### src/rtl/vga_timing_pkg.sv
package vga_timing_pkg;

  // Strobes the sequencing logic hands to the counter datapath each clock.
  typedef struct packed {
    logic advance;   // move one pixel this clock
    logic hWrap;     // pixel counter is at its last count and advancing
    logic vWrap;     // line counter is also at its last count
  } rasterStep_t;

  // True when pos lies in [lo, lo+len).
  function automatic logic inWindow(input int unsigned pos,
                                    input int unsigned lo,
                                    input int unsigned len);
    return (pos >= lo) && (pos < lo + len);
  endfunction

endpackage

### src/rtl/raster_ctrl.sv
module raster_ctrl
  import vga_timing_pkg::*;
#(
  parameter int H_TOTAL = 800,
  parameter int V_TOTAL = 525,
  parameter int HCNT_W  = $clog2(H_TOTAL),
  parameter int VCNT_W  = $clog2(V_TOTAL)
) (
  input  logic              pixEn,
  input  logic [HCNT_W-1:0] hCount,
  input  logic [VCNT_W-1:0] vCount,
  output rasterStep_t       step
);

  localparam logic [HCNT_W-1:0] H_LAST = HCNT_W'(H_TOTAL - 1);
  localparam logic [VCNT_W-1:0] V_LAST = VCNT_W'(V_TOTAL - 1);

  logic atLineEnd;
  logic atFrameEnd;

  assign atLineEnd  = (hCount == H_LAST);
  assign atFrameEnd = (vCount == V_LAST);

  always_comb begin
    step.advance = pixEn;
    step.hWrap   = pixEn && atLineEnd;
    step.vWrap   = pixEn && atLineEnd && atFrameEnd;
  end

endmodule

### src/rtl/raster_datapath.sv
module raster_datapath
  import vga_timing_pkg::*;
#(
  parameter int H_ACTIVE = 640,
  parameter int H_FRONT  = 16,
  parameter int H_SYNC   = 96,
  parameter int V_ACTIVE = 480,
  parameter int V_FRONT  = 10,
  parameter int V_SYNC   = 2,
  parameter int HCNT_W   = 10,
  parameter int VCNT_W   = 10
) (
  input  logic              clk,
  input  logic              rst,
  input  rasterStep_t       step,
  output logic [HCNT_W-1:0] hCount,
  output logic [VCNT_W-1:0] vCount,
  output logic              hSyncN,
  output logic              vSyncN,
  output logic              active,
  output logic              lineStart,
  output logic              frameStart
);

  localparam int H_SYNC_START = H_ACTIVE + H_FRONT;
  localparam int V_SYNC_START = V_ACTIVE + V_FRONT;
  localparam logic [HCNT_W-1:0] H_SYNC_END = HCNT_W'(H_SYNC_START + H_SYNC);

  logic [HCNT_W-1:0] hNext;
  logic [VCNT_W-1:0] vNext;

  always_comb begin
    hNext = step.hWrap ? '0 : hCount + HCNT_W'(1);
    if (step.vWrap)      vNext = '0;
    else if (step.hWrap) vNext = vCount + VCNT_W'(1);
    else                 vNext = vCount;
  end

  always_ff @(posedge clk) begin
    if (rst) begin
      hCount     <= '0;
      vCount     <= '0;
      hSyncN     <= 1'b1;
      vSyncN     <= 1'b1;
      active     <= 1'b1;
      lineStart  <= 1'b0;
      frameStart <= 1'b0;
    end else if (step.advance) begin
      hCount     <= hNext;
      vCount     <= vNext;
      hSyncN     <= !inWindow(int'(hNext), H_SYNC_START, H_SYNC);
      vSyncN     <= !inWindow(int'(vNext), V_SYNC_START, V_SYNC);
      active     <= (int'(hNext) < H_ACTIVE) && (int'(vNext) < V_ACTIVE);
      lineStart  <= (hNext == H_SYNC_END);
      frameStart <= step.vWrap;
    end else begin
      lineStart  <= 1'b0;
      frameStart <= 1'b0;
    end
  end

endmodule

### src/rtl/vga_sync_gen.sv
module vga_sync_gen
  import vga_timing_pkg::*;
#(
  parameter int H_ACTIVE = 640,
  parameter int H_FRONT  = 16,
  parameter int H_SYNC   = 96,
  parameter int H_BACK   = 48,
  parameter int V_ACTIVE = 480,
  parameter int V_FRONT  = 10,
  parameter int V_SYNC   = 2,
  parameter int V_BACK   = 33,
  parameter int HCNT_W   = $clog2(H_ACTIVE + H_FRONT + H_SYNC + H_BACK),
  parameter int VCNT_W   = $clog2(V_ACTIVE + V_FRONT + V_SYNC + V_BACK)
) (
  input  logic              clk,
  input  logic              rst,
  input  logic              pixEn,
  output logic              hSyncN,
  output logic              vSyncN,
  output logic              active,
  output logic              lineStart,
  output logic              frameStart,
  output logic [HCNT_W-1:0] hCount,
  output logic [VCNT_W-1:0] vCount
);

  localparam int H_TOTAL = H_ACTIVE + H_FRONT + H_SYNC + H_BACK;
  localparam int V_TOTAL = V_ACTIVE + V_FRONT + V_SYNC + V_BACK;

  rasterStep_t step;

  raster_ctrl #(
    .H_TOTAL(H_TOTAL), .V_TOTAL(V_TOTAL),
    .HCNT_W(HCNT_W), .VCNT_W(VCNT_W)
  ) ctrl_i (
    .pixEn (pixEn),
    .hCount(hCount),
    .vCount(vCount),
    .step  (step)
  );

  raster_datapath #(
    .H_ACTIVE(H_ACTIVE), .H_FRONT(H_FRONT), .H_SYNC(H_SYNC),
    .V_ACTIVE(V_ACTIVE), .V_FRONT(V_FRONT), .V_SYNC(V_SYNC),
    .HCNT_W(HCNT_W), .VCNT_W(VCNT_W)
  ) dp_i (
    .clk       (clk),
    .rst       (rst),
    .step      (step),
    .hCount    (hCount),
    .vCount    (vCount),
    .hSyncN    (hSyncN),
    .vSyncN    (vSyncN),
    .active    (active),
    .lineStart (lineStart),
    .frameStart(frameStart)
  );

endmodule

### config.mk
export PLATFORM = sky130hd
export DESIGN_NAME = vga_sync_gen
export DESIGN_NICKNAME = d
export VERILOG_FILES = /design/src/rtl/vga_timing_pkg.sv /design/src/rtl/raster_ctrl.sv /design/src/rtl/raster_datapath.sv /design/src/rtl/vga_sync_gen.sv
export SDC_FILE = /design/constraint.sdc
export NUM_CORES = 1
export LEC_CHECK = 0
export ABC_AREA = 1
export BUFFER_PORTS_ARGS = -buffer_cell sky130_fd_sc_hd__buf_2
export CAP_MARGIN = 5
export CORE_MARGIN = 3
export CORE_UTILIZATION = 40
export DETAILED_ROUTE_END_ITERATION = 6
export MAX_ROUTING_LAYER = met4
export SLEW_MARGIN = 5
export SYNTH_ARGS = -nofsm -noshare
export SYNTH_HDL_FRONTEND = slang
export SYNTH_SLANG_ARGS = --single-unit
### constraint.sdc
create_clock -name clk -period 1.58 [get_ports clk]
set_input_delay 0.237 -clock clk [delete_from_list [all_inputs] [get_ports clk]]
set_output_delay 0.237 -clock clk [all_outputs]
set_load 0.1 [all_outputs]
==> out/metrics.cfg, run 1 <==
[floorplan]
rows=22
die_w_um=68.6
die_h_um=68.6
die_area_um2=4710
io_pins=28
start_util_pct=42.2
core_area_um2=3720

[routing]
vias=1835
drc_errors=0
post_drt_wl_per_cell_um=13.8
dr.pass1.iters=5
drtIter0Drc=132
wirelength_um=5040
routed_via_density=5.03
ant_nets=0

[place]
hpwlAfterDp_um=3480
port_buffers=27
post-place-cells=347
dp_worst_setup_slack_ns=-0.0414
gp_congestion=0.880

[timing]
fin_crit_ns=1.71
fin_tns_setup_ns=-0.251
whs_ns=0.258
grt_setup_unrepaired=yes
period_share_pct=108
relSlewSlack_pct=67.5
finClkSkew_ns=0.00311
hold_viol=0
slew_violations=0
worst_pin_slew_ns=0.491
setup_slack_ns=-0.128
fmax_mhz=585
setup_viol=3

[clock_network]
path_clk_slew_ns=0.09
htree_levels=1
cts.sinks=25
clock_latency_ns=0.27
clockBufferDepth=2
cts_tree=built
cts_root_buf=clkbuf_8
numCtsBuffers=3

[setup_path]
critPathSlowestCell=dfxtp_4
crit_type=flop to flop
cp_max_fo=8
crit_buf_inv=1
r2r_slack_ns=-0.13
critPathTopFamily=simple AND/OR/NAND/NOR gates
slowest_delay_ns=0.40
cpMostUsedCell=nand2_1
required_ns=1.76
worst_ep_arrival_time_ns=1.89
crit_chain=inv_1 -> nor3_2 -> nand2_1 -> o21bai_1 -> nand3_2 -> nor2_4 -> nand3_1 -> nand2_1 -> nand2_1
endpoint_kind=flop
critPathLaunchType=flop

[global_route]
antenna_found_initial=0
grt_max_degree=16
grt_overflow_total=0
grt.busiest_layer=met2
grt_util_met2_pct=31.8
grt_pass1_vias=1619
grt.total_usage_pct=21.9
grt_use_met3_pct=2.92
grt_pass1_wl_um=7610
met1_usage_pct=31.5

[worst_hold_path]
hold_class=primary input to flop

[logic_synthesis]
synthFlopType=dfxtp_1
synth-edff-count=0
synth_top_area_share_pct=31.9
yosysSeqAreaShare_pct=31.9
synth_cell_types=27
syn-instance-count=246
synthArstFlopShare_pct=0
avgSynthCellArea_um2=6.37
synth_area_leaders=dfxtp_1, nand2_1, nor2_1
synth.most_common_cell=nand2_1
netlist_area_um2=1570
ys_warn_count=0
ys_ff_latch=25
post-synth-top-area-cell=dfxtp_1
netlist_top_cells_count=nand2_1, nor2_1, inv_1
synth_fp_nets=252

[power]
power_frac_seq_pct=46.4
leakagePower_uw=0.00105
combPwrFrac_pct=25.8
internal-power_uw=916
p_per_area_nw_per_um2=600
p_sw_share_pct=36.1
switchingPower_uw=516
ir_drop_uv=562
pwr-share-clk_pct=27.8

[finish]
drive_gt1_share_pct=45.1
multiInputGateArea_um2=1100
regArea_um2=563
syn_to_final_growth_pct=52.1
fin_util_pct=64.2
nFillCells=339
final_nets=324
final_cells=365
insertedDiodeCount=0

[status]
outcome=finished, violations left
violations=setup timing

[job]
cap_viol_max_count=0

[power by group through the flow]
stage / Combinational [uW] / Sequential [uW] / Clock (uW)
5_1_grt: 391 / 667 / 434
2_1_floorplan: 98.1 / 829 / 0
6_report: 370 / 664 / 398
4_1_cts: 346 / 662 / 400
3_5_place_dp: 336 / 677 / 0
3_3_place_gp: 337 / 677 / 0
[sequential cells by signal, indices dropped and copies added (netlist names)]
register / cells
dp_i.active: 1
dp_i.frameStart: 1
dp_i.hCount: 10
dp_i.hSyncN: 1
dp_i.lineStart: 1
dp_i.vCount: 10
dp_i.vSyncN: 1
[cells in the final DEF, fill, tap and decap left out, types with 2 or more instances in the layout]
| cell type | count |
|---|---|
| xor2_1 | 4 |
| dfxtp_2 | 5 |
| nand2_2 | 8 |
| nor2_1 | 26 |
| inv_1 | 24 |
| dfxtp_4 | 15 |
| ha_4 | 2 |
| buf_4 | 43 |
| o21bai_1 | 2 |
| a21oi_1 | 11 |
| inv_2 | 6 |
| nand2_1 | 57 |
| buf_2 | 27 |
| o21ai_0 | 11 |
| nor3_2 | 2 |
| clkbuf_8 | 3 |
| nand3_1 | 14 |
| dfxtp_1 | 5 |
| nand3_4 | 2 |
| nand4_1 | 10 |
| nand3_2 | 7 |
| buf_6 | 3 |
| nor2_4 | 9 |
| nor3b_1 | 2 |
| nor2_2 | 3 |
[logic make-up (layout without fill, tap and decap cells)]
group	Yosys count	in the layout	share of synthesized area [%]
flops	25	25	31.9
buf+inv	37	108	9.58
fa+ha+maj	3	3	2.39
xor+xnor	5	5	2.79
compound gates	31	31	11.1
simple gates	145	145	42.2
[timing repair]
item | in CTS | in global routing
endpoints found under the setup margin | 2 | 7
hold buffers | 0 | 0
setup buffers | 5 | 9
gates resized for setup | 12 | 35
cloned | 0 | 0
pin swaps | 8 | 27
[per-stage QoR]
step / total power, uW / instance area (um^2)
floorplan: 927 / 1670
global placement: 1010 / 2080
detailed placement: 1010 / 2080
CTS: 1410 / 2190
global route: 1490 / 2380
finish: 1430 / 2380
[layer usage]
layer	routed length (um)	part of all wire (%)
met1	2470	49
met2	2230	44
met3	221	4.4
met4	106	2.1
met5	0	0
[path summary, 6_finish.rpt]
check                   endpoint      startpoint  depth (start not counted)
hold reg to reg      dp_i.active     dp_i.active                          2
hold / removal    dp_i.hCount[7]           pixEn                          2
setup reg to reg     dp_i.hSyncN  dp_i.hCount[4]                          9
setup / recovery     dp_i.hSyncN  dp_i.hCount[4]                          9
[layout make-up]
cell class                      instances  share of cell area (%)
Sequential cell                        25                    23.6
Timing Repair Buffer                   73                    20.6
Tap cell                               48                    2.52
Clock buffer                            4                    1.89
Multi-Input combinational cell        184                    46.3
Inverter                               31                    5.09
No activity file was read; power rests on OpenSTA's default activity.
==> run 2: changes to the inputs <==
--- a/config.mk
+++ b/config.mk
@@ -9,9 +9,10 @@
 export BUFFER_PORTS_ARGS = -buffer_cell sky130_fd_sc_hd__buf_2
 export CAP_MARGIN = 5
 export CORE_MARGIN = 3
-export CORE_UTILIZATION = 40
+export CORE_UTILIZATION = 50
 export DETAILED_ROUTE_END_ITERATION = 6
 export MAX_ROUTING_LAYER = met4
+export PLACE_DENSITY = 0.76
 export SLEW_MARGIN = 5
 export SYNTH_ARGS = -nofsm -noshare
 export SYNTH_HDL_FRONTEND = slang
==> run 2 against run 1 <==
Effect of this change:
- the run still ends with setup timing left
- via count up 0.87%
- design area down 7.9%
- critical path depth unchanged
- fmax down 0.12%
- clock-buffer cell count unchanged
- largest power group unchanged
- total power down 7.3%
- combinational power down 5%
==> out/metrics.cfg, run 2 (same netlist as run 1, synthesis figures left out) <==
[job]
cap_viol_max_count=0

[floorplan]
die_w_um=62.0
start_util_pct=54.5
rows=19
core_area_um2=2880
die_area_um2=3840
die_h_um=62.0
io_pins=28

[timing]
relSlewSlack_pct=67.7
setup_slack_ns=-0.130
grt_setup_unrepaired=yes
whs_ns=0.250
fin_crit_ns=1.71
slew_violations=0
hold_viol=0
setup_viol=4
fmax_mhz=585
worst_pin_slew_ns=0.488
period_share_pct=108
finClkSkew_ns=0.00167

[routing]
wirelength_um=4870
post_drt_wl_per_cell_um=14.1
vias=1851
dr.pass1.iters=4
routed_via_density=5.35
drtIter0Drc=130
ant_nets=0
drc_errors=0

[clock_network]
cts_root_buf=clkbuf_4
clockBufferDepth=2
path_clk_slew_ns=0.15
htree_levels=1
cts_tree=built
clock_latency_ns=0.33
cts.sinks=25
numCtsBuffers=3

[setup_path]
required_ns=1.82
endpoint_kind=flop
cp_max_fo=9
worst_ep_arrival_time_ns=1.96
r2r_slack_ns=-0.13
critPathLaunchType=flop
crit_type=flop to flop

[finish]
final_nets=311
fin_util_pct=76.4
insertedDiodeCount=0
drive_gt1_share_pct=39.5
final_common_cell=nand2_1
syn_to_final_growth_pct=40.1
nFillCells=222
final_cells=346
fin_area_um2=2200
reg.largest.list=dp_i.hCount x10, dp_i.vCount x10
final_cell_mix=nand2_1, buf_4, nor2_1, buf_2, inv_1

[global_route]
grt_overflow_total=0
grt_pass1_vias=1648
grt.total_usage_pct=27.0
grt_pass1_wl_um=7450
antenna_found_initial=0
grt_max_degree=20

[place]
port_buffers=27
dpl_cell_area_um2=1960
dp_worst_setup_slack_ns=-0.0553
hpwlAfterDp_um=3280
post-place-cells=326
gp_congestion=0.889

[power]
p_per_area_nw_per_um2=604
ir_drop_uv=624
leakagePower_uw=0.000995

[status]
outcome=finished, violations left
violations=setup timing

[worst_hold_path]
hold_class=primary input to flop

## run 2: cell types whose count changed in the layout (fill, tap and decap cells not counted), moves of 2 or more
cell      change
buf_4        -12
nor2_4        -5
nand2_1       +4
nand2_2       -4
clkbuf_4      +3
clkbuf_8      -3
nor2_2        +3
buf_6         -2
nor2_1        +2
## run 2: worst paths after layout
check | to | startpoint | cells after the start
worst min-delay path | dp_i.vCount[5] | rst | 2
worst min register to register | dp_i.hSyncN | dp_i.hSyncN | 2
worst max-delay path | dp_i.hSyncN | dp_i.hCount[4] | 9
worst max register to register | dp_i.hSyncN | dp_i.hCount[4] | 9
## run 2: critical path, stage by stage (launching register included)
cell and delay, ns:
dfxtp_4 0.43, inv_1 0.11, nor3_2 0.25, nand2_1 0.09, o21bai_1 0.14, nand3_1 0.16, nor2_2 0.22, nand3_2 0.10
nand2_1 0.07, nand2_1 0.04
## run 2: where the power goes
part           switching, uW  leakage [uW]  total (uW)  internal (uW)
Sequential              25.1      0.000217         664            638
Combinational            268      0.000764         353           84.8
Clock                    212     0.0000150         311           99.1
Total                    505      0.000995        1330            822
## run 2: layer usage
layer	vias up	global-route usage, %	part of all wire, %
li1	916	-	-
met1	850	37.2	46
met2	73	40.2	46
met3	12	3.72	5.7
met4	0	8.79	2.2
met5	-	-	0
## run 2: metrics by stage
| step | total power [uW] | setup TNS (ns) |
|---|---|---|
| after floorplan | 927 | -0.405 |
| after global placement | 993 | -0.0928 |
| after detailed placement | 994 | -0.100 |
| after CTS | 1290 | -0.0400 |
| after global routing | 1380 | -0.758 |
| final | 1330 | -0.308 |
## run 2: cell type report
cell class | instances | area (um^2) | area share (%)
Timing Repair Buffer | 60 | 399 | 18.2
Inverter | 31 | 121 | 5.52
Clock buffer | 4 | 26.3 | 1.20
Multi-Input combinational cell | 184 | 1040 | 47.2
Tap cell | 42 | 52.6 | 2.39
Sequential cell | 25 | 561 | 25.5
## run 2: timing repair
| action | CTS | global route |
|---|---|---|
| hold buffers | 0 | 0 |
| setup endpoints to repair | 3 | 6 |
| buffers inserted | 10 | 6 |
| pin swaps | 7 | 14 |
| resized for setup | 9 | 20 |
==> run 3: changes to the inputs <==
--- a/config.mk
+++ b/config.mk
@@ -8,11 +8,11 @@
 export ABC_AREA = 1
 export BUFFER_PORTS_ARGS = -buffer_cell sky130_fd_sc_hd__buf_2
 export CAP_MARGIN = 5
-export CORE_MARGIN = 3
+export CORE_MARGIN = 8
 export CORE_UTILIZATION = 50
 export DETAILED_ROUTE_END_ITERATION = 6
 export MAX_ROUTING_LAYER = met4
-export PLACE_DENSITY = 0.76
+export PLACE_DENSITY = 0.74
 export SLEW_MARGIN = 5
 export SYNTH_ARGS = -nofsm -noshare
 export SYNTH_HDL_FRONTEND = slang
==> constraint.sdc (replaced) <==
create_clock -name clk -period 1.5 [get_ports clk]
set_input_delay 0.225 -clock clk [delete_from_list [all_inputs] [get_ports clk]]
set_output_delay 0.225 -clock clk [all_outputs]
set_load 0.1 [all_outputs]
==> run 3 against run 2 <==
Effect of this change:
- the run still ends with setup timing left
- register-to-register slack got worse by 0.11 ns
- design area rose by 12%
- sequential power rose by 5.0%
- flip-flop and latch count did not move
- global-route usage fell by 6.9 points
- non-clock buffer count rose by 27
- combinational power rose by 17%
- first-iteration DRC count rose by 95%
- highest routed layer unchanged
==> out/metrics.cfg, run 3 (same netlist as run 1, synthesis figures left out) <==
[clock_network]
numCtsBuffers=3
clockBufferDepth=2
cts.sinks=25
cts_tree=built
clock_latency_ns=0.34
ctsHoldBuffers=0
cts_root_buf=clkbuf_4
path_clk_slew_ns=0.16
htree_levels=1

[global_route]
grt_max_degree=16
grt_pass1_wl_um=8250
antenna_found_initial=0
grt_overflow_total=0
grt.total_usage_pct=20.1
grt_pass1_vias=1758

[setup_path]
required_ns=1.76
critPathLaunchType=flop
r2r_slack_ns=-0.24
cp_max_fo=4
r2r_cells=9
critPathCapture=dp_i.lineStart
crit_type=flop to flop
rr_startpoint=dp_i.hCount[1]
worst_ep_arrival_time_ns=2.00
endpoint_kind=flop
rr_endpoint=dp_i.lineStart
crit_path_start=dp_i.hCount[1]

[routing]
drtIter0Drc=253
drc_errors=0
post_drt_wl_per_cell_um=15.0
vias=2055
routed_via_density=5.48
dr.pass1.iters=5
wirelength_um=5640
ant_nets=0

[finish]
final_nets=338
final_cells=375
syn_to_final_growth_pct=57.5
nFillCells=204
reg.largest.list=dp_i.hCount x10, dp_i.vCount x10
fin_area_um2=2470
fin_util_pct=81.6
drive_gt1_share_pct=45.9
insertedDiodeCount=0
final_common_cell=buf_4
final_cell_mix=buf_4, nand2_1, nor2_1, inv_1

[timing]
slew_violations=0
fmax_mhz=574
setup_slack_ns=-0.241
setup_viol=11
relSlewSlack_pct=67.3
grt_setup_unrepaired=yes
hold_viol=0
worst_pin_slew_ns=0.493
finClkSkew_ns=0.0125
period_share_pct=116
fin_crit_ns=1.74

[status]
outcome=finished, violations left
violations=setup timing

[place]
gp_congestion=1.02
port_buffers=27
hpwlAfterDp_um=3700
post-place-cells=361
dp_worst_setup_slack_ns=-0.159
dpl_cell_area_um2=2240

[power]
p_per_area_nw_per_um2=587
ir_drop_uv=778
power_uw=1450
leakagePower_uw=0.00113

[floorplan]
start_util_pct=51.8
io_pins=28
die_w_um=72.0
die_h_um=72.0
core_area_um2=3030
rows=20
die_area_um2=5180

[worst_hold_path]
hold_path_depth=2
hold_class=primary input to flop

[job]
cap_viol_max_count=0

==> run 3: cell types whose count changed in the layout (fill, tap and decap cells not counted), sizes merged <==
cell / delta
buf: +20
clkinvlp: +1
clkbuf: +6
==> run 3: layout make-up <==
class,count,area [um^2],share of cell area (%)
multi-input combinational,184,1060,42.8
timing repair buffer,87,647,26.2
sequential,25,561,22.7
inverter,31,121,4.91
tap,44,55.1,2.23
clock buffer,3,22.5,0.912
clock inverter,1,7.51,0.304
==> run 3: worst max-delay path, cell delays in order, from the launching register on <==
cell     delay (ns)
dfxtp_4        0.39
buf_4          0.15
nand3_2        0.10
nor2_2         0.11
inv_1          0.09
o21ai_1        0.21
nand3_2        0.13
nor2_1         0.12
nand2_1        0.12
nor3b_2        0.25
==> run 3: timing repair <==
item / CTS / global route
resized for setup: 15 / 28
endpoints found under the setup margin: 14 / 24
buffers inserted: 8 / 4
pin swaps: 7 / 15
==> run 3: worst min path at each step <==
stage	from	endpoint	slack, ns
2_1_floorplan	rst	dp_i.vCount[3]	0.29
3_3_place_gp	dp_i.active	dp_i.active	0.45
3_5_place_dp	dp_i.hSyncN	dp_i.hSyncN	0.46
4_1_cts	rst	dp_i.vCount[7]	0.21
5_1_grt	rst	dp_i.vCount[6]	0.21
6_report	rst	dp_i.vCount[2]	0.21
==> run 3: per-layer routing <==
| metal | GRT usage, % | wire, um | vias to the layer above |
|---|---|---|---|
| met4 | 6.12 | 162 | 0 |
| met2 | 31.7 | 2540 | 137 |
| met1 | 26.1 | 2390 | 937 |
| met5 | - | 0 | - |
| li1 | - | - | 962 |
| met3 | 2.48 | 541 | 19 |
==> run 3: per-stage QoR <==
stage	hold WS, ns	setup TNS, ns
after CTS	0.210	-0.757
after floorplan	0.291	-1.21
final	0.214	-1.12
after detailed placement	0.457	-0.774
after global routing	0.212	-2.55
after global placement	0.447	-0.399
==> run 3: where the power goes <==
group	internal [uW]	switching [uW]
clock	102	237
combinational	122	291
sequential	673	24.9
total	897	552
